===== config.mk =====
export PLATFORM = sky130hd
export DESIGN_NAME = pkt_framer
export DESIGN_NICKNAME = d
export VERILOG_FILES = /design/src/rtl/pkt_framer_pkg.sv /design/src/rtl/pkt_seq.sv /design/src/rtl/pkt_sym_mux.sv /design/src/rtl/pkt_framer.sv
export SDC_FILE = /design/constraint.sdc
export NUM_CORES = 1
export LEC_CHECK = 0
export ABC_CLOCK_PERIOD_IN_PS = 4050
export BUFFER_PORTS_ARGS = -buffer_cell sky130_fd_sc_hd__buf_2
export CAP_MARGIN = 20
export CORE_ASPECT_RATIO = 1.5
export CORE_UTILIZATION = 59
export CTS_CLUSTER_SIZE = 24
export DETAILED_ROUTE_END_ITERATION = 12
export PLACE_DENSITY = 0.88
export SLEW_MARGIN = 10
export SYNTH_ARGS = -nofsm -noshare
export SYNTH_HDL_FRONTEND = slang
export SYNTH_HIERARCHICAL = 1
export SYNTH_SLANG_ARGS = --single-unit
export TNS_END_PERCENT = 5

===== constraint.sdc =====
create_clock -name clk_i -period 4.05 [get_ports clk_i]
set_input_delay 0.2025 -clock clk_i [delete_from_list [all_inputs] [get_ports clk_i]]
set_output_delay 0.2025 -clock clk_i [all_outputs]
set_load 0.05 [all_outputs]

===== src/rtl/pkt_framer_pkg.sv =====
package pkt_framer_pkg;
  typedef enum logic [2:0] {PH_IDLE, PH_CMD, PH_CNT, PH_ADDR, PH_DATA, PH_END} phase_e;

  localparam logic [3:0] TY_WR   = 4'b0001;
  localparam logic [3:0] TY_WR32 = 4'b0011;
  localparam logic [3:0] TY_CFG  = 4'b0101;
  localparam logic [3:0] TY_IRQ  = 4'b0111;
  localparam logic [3:0] TY_RD   = 4'b1001;

  function automatic logic type_ok(input logic [3:0] t);
    return (t == TY_WR) || (t == TY_WR32) || (t == TY_CFG) || (t == TY_IRQ) || (t == TY_RD);
  endfunction
endpackage


===== src/rtl/pkt_seq.sv =====
module pkt_seq import pkt_framer_pkg::*; #(
  parameter int ADDR_BYTES = 4,
  parameter int WORD_BYTES = 4,
  parameter int LEN_W      = 4,
  localparam int AW = 8 * ADDR_BYTES,
  localparam int DW = 8 * WORD_BYTES,
  localparam int IW = $clog2(ADDR_BYTES > WORD_BYTES ? ADDR_BYTES : WORD_BYTES)
) (
  input  logic                  clk_i,
  input  logic                  rst_ni,
  input  logic                  cmd_valid_i,
  input  logic [3:0]            cmd_type_i,
  input  logic [AW-1:0]         cmd_addr_i,
  input  logic [LEN_W-1:0]      cmd_len_i,
  output logic                  cmd_ready_o,
  input  logic [DW-1:0]         wdat_i,
  input  logic [WORD_BYTES-1:0] wbe_i,
  output logic                  wdat_pop_o,
  input  logic                  sym_ready_i,
  output phase_e                phase_o,
  output logic [IW-1:0]         idx_o,
  output logic [3:0]            type_o,
  output logic [AW-1:0]         addr_o,
  output logic [LEN_W-1:0]      len_o,
  output logic [DW-1:0]         word_o,
  output logic [WORD_BYTES-1:0] be_o
);
  phase_e                phase_q;
  logic [IW-1:0]         idx_q;
  logic [LEN_W-1:0]      left_q, len_q;
  logic [3:0]            type_q;
  logic [AW-1:0]         addr_q;
  logic [DW-1:0]         word_q;
  logic [WORD_BYTES-1:0] be_q;
  logic                  is_rd, last_byte;

  assign is_rd       = (type_q == TY_RD);
  assign last_byte   = (idx_q == IW'(WORD_BYTES - 1));
  assign cmd_ready_o = (phase_q == PH_IDLE) && sym_ready_i;
  // fetch next word as the symbol before it leaves
  assign wdat_pop_o  = sym_ready_i &&
                       (((phase_q == PH_ADDR) && (idx_q == '0) && !is_rd) ||
                        ((phase_q == PH_DATA) && last_byte && (left_q != '0)));

  always_ff @(posedge clk_i or negedge rst_ni) begin
    if (!rst_ni) begin
      phase_q <= PH_IDLE;
      idx_q   <= '0;
      left_q  <= '0;
      len_q   <= '0;
      type_q  <= '0;
      addr_q  <= '0;
      word_q  <= '0;
      be_q    <= '0;
    end else begin
      if (wdat_pop_o) begin
        word_q <= wdat_i;
        be_q   <= wbe_i;
      end
      if (sym_ready_i) begin
        case (phase_q)
          PH_IDLE: if (cmd_valid_i && type_ok(cmd_type_i)) begin
            phase_q <= PH_CMD;
            type_q  <= cmd_type_i;
            addr_q  <= cmd_addr_i;
            len_q   <= cmd_len_i;
            left_q  <= cmd_len_i;
          end
          PH_CMD: begin
            phase_q <= (len_q != '0) ? PH_CNT : PH_ADDR;
            idx_q   <= IW'(ADDR_BYTES - 1);
          end
          PH_CNT: begin
            phase_q <= PH_ADDR;
            idx_q   <= IW'(ADDR_BYTES - 1);
          end
          PH_ADDR: begin
            if (idx_q == '0) begin
              phase_q <= is_rd ? PH_END : PH_DATA;
              idx_q   <= '0;
            end else begin
              idx_q <= idx_q - 1'b1;
            end
          end
          PH_DATA: begin
            if (last_byte) begin
              if (left_q != '0) begin
                left_q <= left_q - 1'b1;
                idx_q  <= '0;
              end else begin
                phase_q <= PH_END;
              end
            end else begin
              idx_q <= idx_q + 1'b1;
            end
          end
          PH_END:  phase_q <= PH_IDLE;
          default: phase_q <= PH_IDLE;
        endcase
      end
    end
  end

  assign phase_o = phase_q;
  assign idx_o   = idx_q;
  assign type_o  = type_q;
  assign addr_o  = addr_q;
  assign len_o   = len_q;
  assign word_o  = word_q;
  assign be_o    = be_q;

  AST_POP_STARTS_WORD: assert property (@(posedge clk_i) disable iff (!rst_ni)
    wdat_pop_o |=> (phase_q == PH_DATA) && (idx_q == '0));
  AST_READ_NO_POP: assert property (@(posedge clk_i) disable iff (!rst_ni)
    (is_rd && (phase_q != PH_IDLE)) |-> !wdat_pop_o);
  AST_END_TO_IDLE: assert property (@(posedge clk_i) disable iff (!rst_ni)
    ((phase_q == PH_END) && sym_ready_i) |=> (phase_q == PH_IDLE));
  AST_DROP_BAD_TYPE: assert property (@(posedge clk_i) disable iff (!rst_ni)
    (cmd_ready_o && cmd_valid_i && !type_ok(cmd_type_i)) |=> (phase_q == PH_IDLE));
endmodule


===== src/rtl/pkt_sym_mux.sv =====
module pkt_sym_mux import pkt_framer_pkg::*; #(
  parameter int         ADDR_BYTES = 4,
  parameter int         WORD_BYTES = 4,
  parameter int         LEN_W      = 4,
  parameter logic [7:0] K_IDLE     = 8'hBC,
  parameter logic [7:0] K_END      = 8'hFD,
  parameter logic [7:0] K_MASK     = 8'hF7,
  localparam int AW = 8 * ADDR_BYTES,
  localparam int DW = 8 * WORD_BYTES,
  localparam int IW = $clog2(ADDR_BYTES > WORD_BYTES ? ADDR_BYTES : WORD_BYTES)
) (
  input  phase_e                phase_i,
  input  logic [IW-1:0]         idx_i,
  input  logic [3:0]            type_i,
  input  logic [AW-1:0]         addr_i,
  input  logic [LEN_W-1:0]      len_i,
  input  logic [DW-1:0]         word_i,
  input  logic [WORD_BYTES-1:0] be_i,
  output logic [7:0]            sym_o,
  output logic                  sym_ctl_o
);
  always_comb begin
    sym_o     = K_IDLE;
    sym_ctl_o = 1'b1;
    case (phase_i)
      PH_CMD: begin
        sym_o     = {type_i, 3'b000, (len_i != '0)};
        sym_ctl_o = 1'b0;
      end
      PH_CNT: begin
        sym_o     = 8'(len_i);
        sym_ctl_o = 1'b0;
      end
      PH_ADDR: begin
        sym_o     = addr_i[8*int'(idx_i) +: 8];
        sym_ctl_o = 1'b0;
      end
      PH_DATA: begin
        if ((type_i != TY_WR32) && !be_i[idx_i]) begin
          sym_o = K_MASK;
        end else begin
          sym_o     = word_i[8*int'(idx_i) +: 8];
          sym_ctl_o = 1'b0;
        end
      end
      PH_END:  sym_o = K_END;
      default: sym_o = K_IDLE;
    endcase
  end

  always_comb begin
    if (phase_i == PH_CMD) begin
      AST_CMD_TYPE_LEGAL: assert (type_ok(type_i));
    end
  end
endmodule


===== src/rtl/pkt_framer.sv =====
module pkt_framer import pkt_framer_pkg::*; #(
  parameter int         ADDR_BYTES = 4,
  parameter int         WORD_BYTES = 4,
  parameter int         LEN_W      = 4,
  parameter logic [7:0] K_IDLE     = 8'hBC,
  parameter logic [7:0] K_END      = 8'hFD,
  parameter logic [7:0] K_MASK     = 8'hF7,
  localparam int AW = 8 * ADDR_BYTES,
  localparam int DW = 8 * WORD_BYTES,
  localparam int IW = $clog2(ADDR_BYTES > WORD_BYTES ? ADDR_BYTES : WORD_BYTES)
) (
  input  logic                  clk_i,
  input  logic                  rst_ni,
  input  logic                  cmd_valid_i,
  output logic                  cmd_ready_o,
  input  logic [3:0]            cmd_type_i,
  input  logic [AW-1:0]         cmd_addr_i,
  input  logic [LEN_W-1:0]      cmd_len_i,
  input  logic [DW-1:0]         wdat_i,
  input  logic [WORD_BYTES-1:0] wbe_i,
  output logic                  wdat_pop_o,
  output logic [7:0]            sym_o,
  output logic                  sym_ctl_o,
  input  logic                  sym_ready_i
);
  phase_e                phase;
  logic [IW-1:0]         idx;
  logic [3:0]            ty;
  logic [AW-1:0]         addr;
  logic [LEN_W-1:0]      len;
  logic [DW-1:0]         word;
  logic [WORD_BYTES-1:0] be;

  pkt_seq #(.ADDR_BYTES(ADDR_BYTES), .WORD_BYTES(WORD_BYTES), .LEN_W(LEN_W)) u_seq (
    .clk_i, .rst_ni, .cmd_valid_i, .cmd_type_i, .cmd_addr_i, .cmd_len_i, .cmd_ready_o,
    .wdat_i, .wbe_i, .wdat_pop_o, .sym_ready_i,
    .phase_o(phase), .idx_o(idx), .type_o(ty), .addr_o(addr), .len_o(len),
    .word_o(word), .be_o(be)
  );

  pkt_sym_mux #(.ADDR_BYTES(ADDR_BYTES), .WORD_BYTES(WORD_BYTES), .LEN_W(LEN_W),
                .K_IDLE(K_IDLE), .K_END(K_END), .K_MASK(K_MASK)) u_mux (
    .phase_i(phase), .idx_i(idx), .type_i(ty), .addr_i(addr), .len_i(len),
    .word_i(word), .be_i(be), .sym_o, .sym_ctl_o
  );

  AST_HOLD_STABLE: assert property (@(posedge clk_i) disable iff (!rst_ni)
    !sym_ready_i |=> $stable(sym_o) && $stable(sym_ctl_o));
  AST_NO_TAKE_BUSY: assert property (@(posedge clk_i) disable iff (!rst_ni)
    (phase != PH_IDLE) |-> !cmd_ready_o);
endmodule


==> results.txt <==
CTS Buffer Depth: 2
clk sink count: 85
Die ar.: 7804 µm²
critical path class: flip-flop to output port
Vias: 2964
routed wl met2: 4619 µm
n_diodes: 0
hold_sp: cmd_addr_i[22]
Adder-Cell Fraction of Synth Area: 0.01424
root buf cell: clkbuf_8
CTS tree: built
final WL: 8861 µm
Max-Cap Viols: 0
port bufs: 90
Net Count, Synth: 407
Filler cells: 506
Total Routing Usage GR: 0.2480
Avg WL per Cell: 17.27 µm
first-pass GRT wire length: 14320 µm
Slew headroom: 0.3409
nets: 493
initial antenna violation count: 0
H-tree depth: 3
CP Launch Point: u_seq/idx_o[1]
# rows: 38
Max Clock Skew: 0.006740 ns
drt pass-1 iters: 4
Yosys cell types: 43
Worst-path clk slew: 0.08 ns
die height: 107.7 µm
CP max FO: 37
Startpoint Class: flip-flop
Area Overhead vs Synth: 16.63%
number of DRC markers in iteration 0: 289
mux cell area share after synthesis: 0.3189
Yosys Warn Count: 6
Core Area: 7227 µm²
remaining global-route overflow: 0
RePlAce Congestion: 0.8657
Gate Count Post-Synth: 322
final setup fails: 0
Final Hold Viols: 0
mapped cell area: 4394 µm²
IO Pins: 91
cts repair resizes: 0
most common cell after layout, fill and taps aside: buf_2
post-synthesis sequential area ratio: 0.4841
Post-Syn Area per Cell: 13.65 µm²
Die X-Extent: 72.47 µm
worst min path class: primary input to flip-flop
Slew Viols, Final: 0
Compound-Gate Fraction of Synth Area: 0.07603
Tmin final: 2.973 ns
Tcrit/Tclk final: 0.7341
Post-synth ARST share: 1.000
Post-DRT Antenna Nets: 0
most frequent cells in the layout: buf_2 (89), dfrtp_1 (85), mux2_2 (47), mux2_4 (29), nor2_1 (22)
Leak: 2.566 nW
WHS: 0.07590 ns
final setup margin: 1.077 ns
Synth Area in Simple Gates: 0.06691
Data arrival, critical path: 2.77 ns
FF-to-FF Start: u_seq/phase_o[1]
met3 WL: 337 µm
actual slew at the worst max-slew pin: 0.9875 ns
Skew-Pair Late Insertion Delay: 0.35 ns
final setup TNS: 0 ns
peak supply drop: 0.6062 mV
Num CTS Buffers: 9
RSZ-0062 raised after global routing: no
number of global-route vias before repair: 3017
synthesized flop and latch total: 85
Initial Util: 0.6080
Max Freq: 0.3363 GHz
max layer used: met4
Post-Place Worst Slack: 1.418 ns
largest net degree at the start of global routing: 86
largest family of logic cells by synthesized area: multiplexers
DRC violations left: 0
outcome: complete, no violations
drt via density: 5.778
Final Util: 0.7091
pwr dens: 758.5 nW/µm²
CP endpoint kind: output port
main flop type after synthesis: dfrtp_1
number of synthesized flops with an enable pin: 0
DP Wirelength: 6351 µm
met1 wire length: 3652 µm
share of cells above drive strength 1: 0.4867
CP required: 3.85 ns
Post-Synth XOR/XNOR Area: 0
## cell type report
cell class                 count  area [µm²]  area share
sequential                    85        2127      0.4150
multi-input combinational    207        2097      0.4092
timing repair buffer          95       513.0      0.1001
clock buffer                  12       155.1     0.03027
tap                          100       125.1     0.02441
clock inverter                 4       70.07     0.01367
inverter                      10       37.54    0.007324
## kinds of logic after synthesis
kind of cell,Yosys count
muxes,97
DFF,85
and+or+nand+nor,60
buffers and inverters,30
AOI/OAI and AO/OA,45
adders and majority gates,5
## timing repair
action	CTS	global route
hold buffers	0	1
hold endpoints to repair	0	19
setup buffers	0	0
## routing by layer
metal | vias to the layer above | track usage
met5 | - | 0
met1 | 1495 | 0.3058
met2 | 88 | 0.4172
met3 | 19 | 0.04120
met4 | 0 | 0.1232
li1 | 1362 | -
## per-stage QoR
| step | std cells | instance area, µm² | total power [W] |
|---|---|---|---|
| final | 513 | 5125 | 0.003887 |
| after global routing | 513 | 5125 | 0.004089 |
| after CTS | 511 | 5087 | 0.003894 |
| after detailed placement | 495 | 4862 | 0.003224 |
| after global placement | 495 | 4862 | 0.003148 |
| after floorplan | 322 | 4394 | 0.002833 |
## sequential cells by signal, indices dropped and copies added (netlist names)
register / cells
u_seq/addr_o: 32
u_seq/be_o: 4
u_seq/idx_o: 2
u_seq/left_q: 4
u_seq/len_o: 4
u_seq/phase_o: 3
u_seq/type_o: 4
u_seq/word_o: 32
## synthesized netlist by cell type, types with 2 or more instances
library cell,count,area share
nand2b_1,7,0.010
mux2i_1,5,0.011
a311oi_1,2,0.0040
a21oi_1,12,0.014
o21ai_0,6,0.0068
nor2_1,22,0.019
nand2_1,13,0.011
dfrtp_1,85,0.48
o211ai_1,3,0.0051
nor3b_1,2,0.0034
buf_2,8,0.0091
mux2_4,29,0.099
o22ai_1,6,0.0085
ha_1,5,0.014
nor3_1,5,0.0057
inv_1,10,0.0085
o32ai_1,3,0.0060
clkbuf_1,4,0.0034
buf_6,6,0.015
o2bb2ai_1,4,0.0080
buf_4,2,0.0034
mux2_2,47,0.12
mux4_2,9,0.046
mux4_1,7,0.042
nor4_1,2,0.0028
## power by group
group,total [W],internal [W],switching [W]
combinational,0.00173,0.000867,0.000861
sequential,0.00150,0.00121,0.000287
clock,0.000660,0.000379,0.000281
## worst max-delay path, cell delays in order, from the launching register on
cell     delay [ns]
dfrtp_1        0.53
buf_4          0.31
inv_1          0.09
ha_1           0.23
o31a_1         0.17
a32oi_4        0.22
buf_4          0.55
inv_1          0.08
buf_2          0.23
## worst paths after layout
path | to | slack (ns) | cells past startpoint
min in group asynchronous | u_seq/be_o[1] | 0.28 | 2
worst min-delay path | u_seq/addr_o[22] | 0.08 | 2
worst max-delay path | wdat_pop_o | 1.08 | 8
max in group asynchronous | u_seq/len_o[2] | 3.17 | 3
worst max register to register | u_seq/addr_o[23] | 1.38 | 4
worst min register to register | u_seq/addr_o[15] | 0.50 | 1
(Power assumes the default switching activity.)
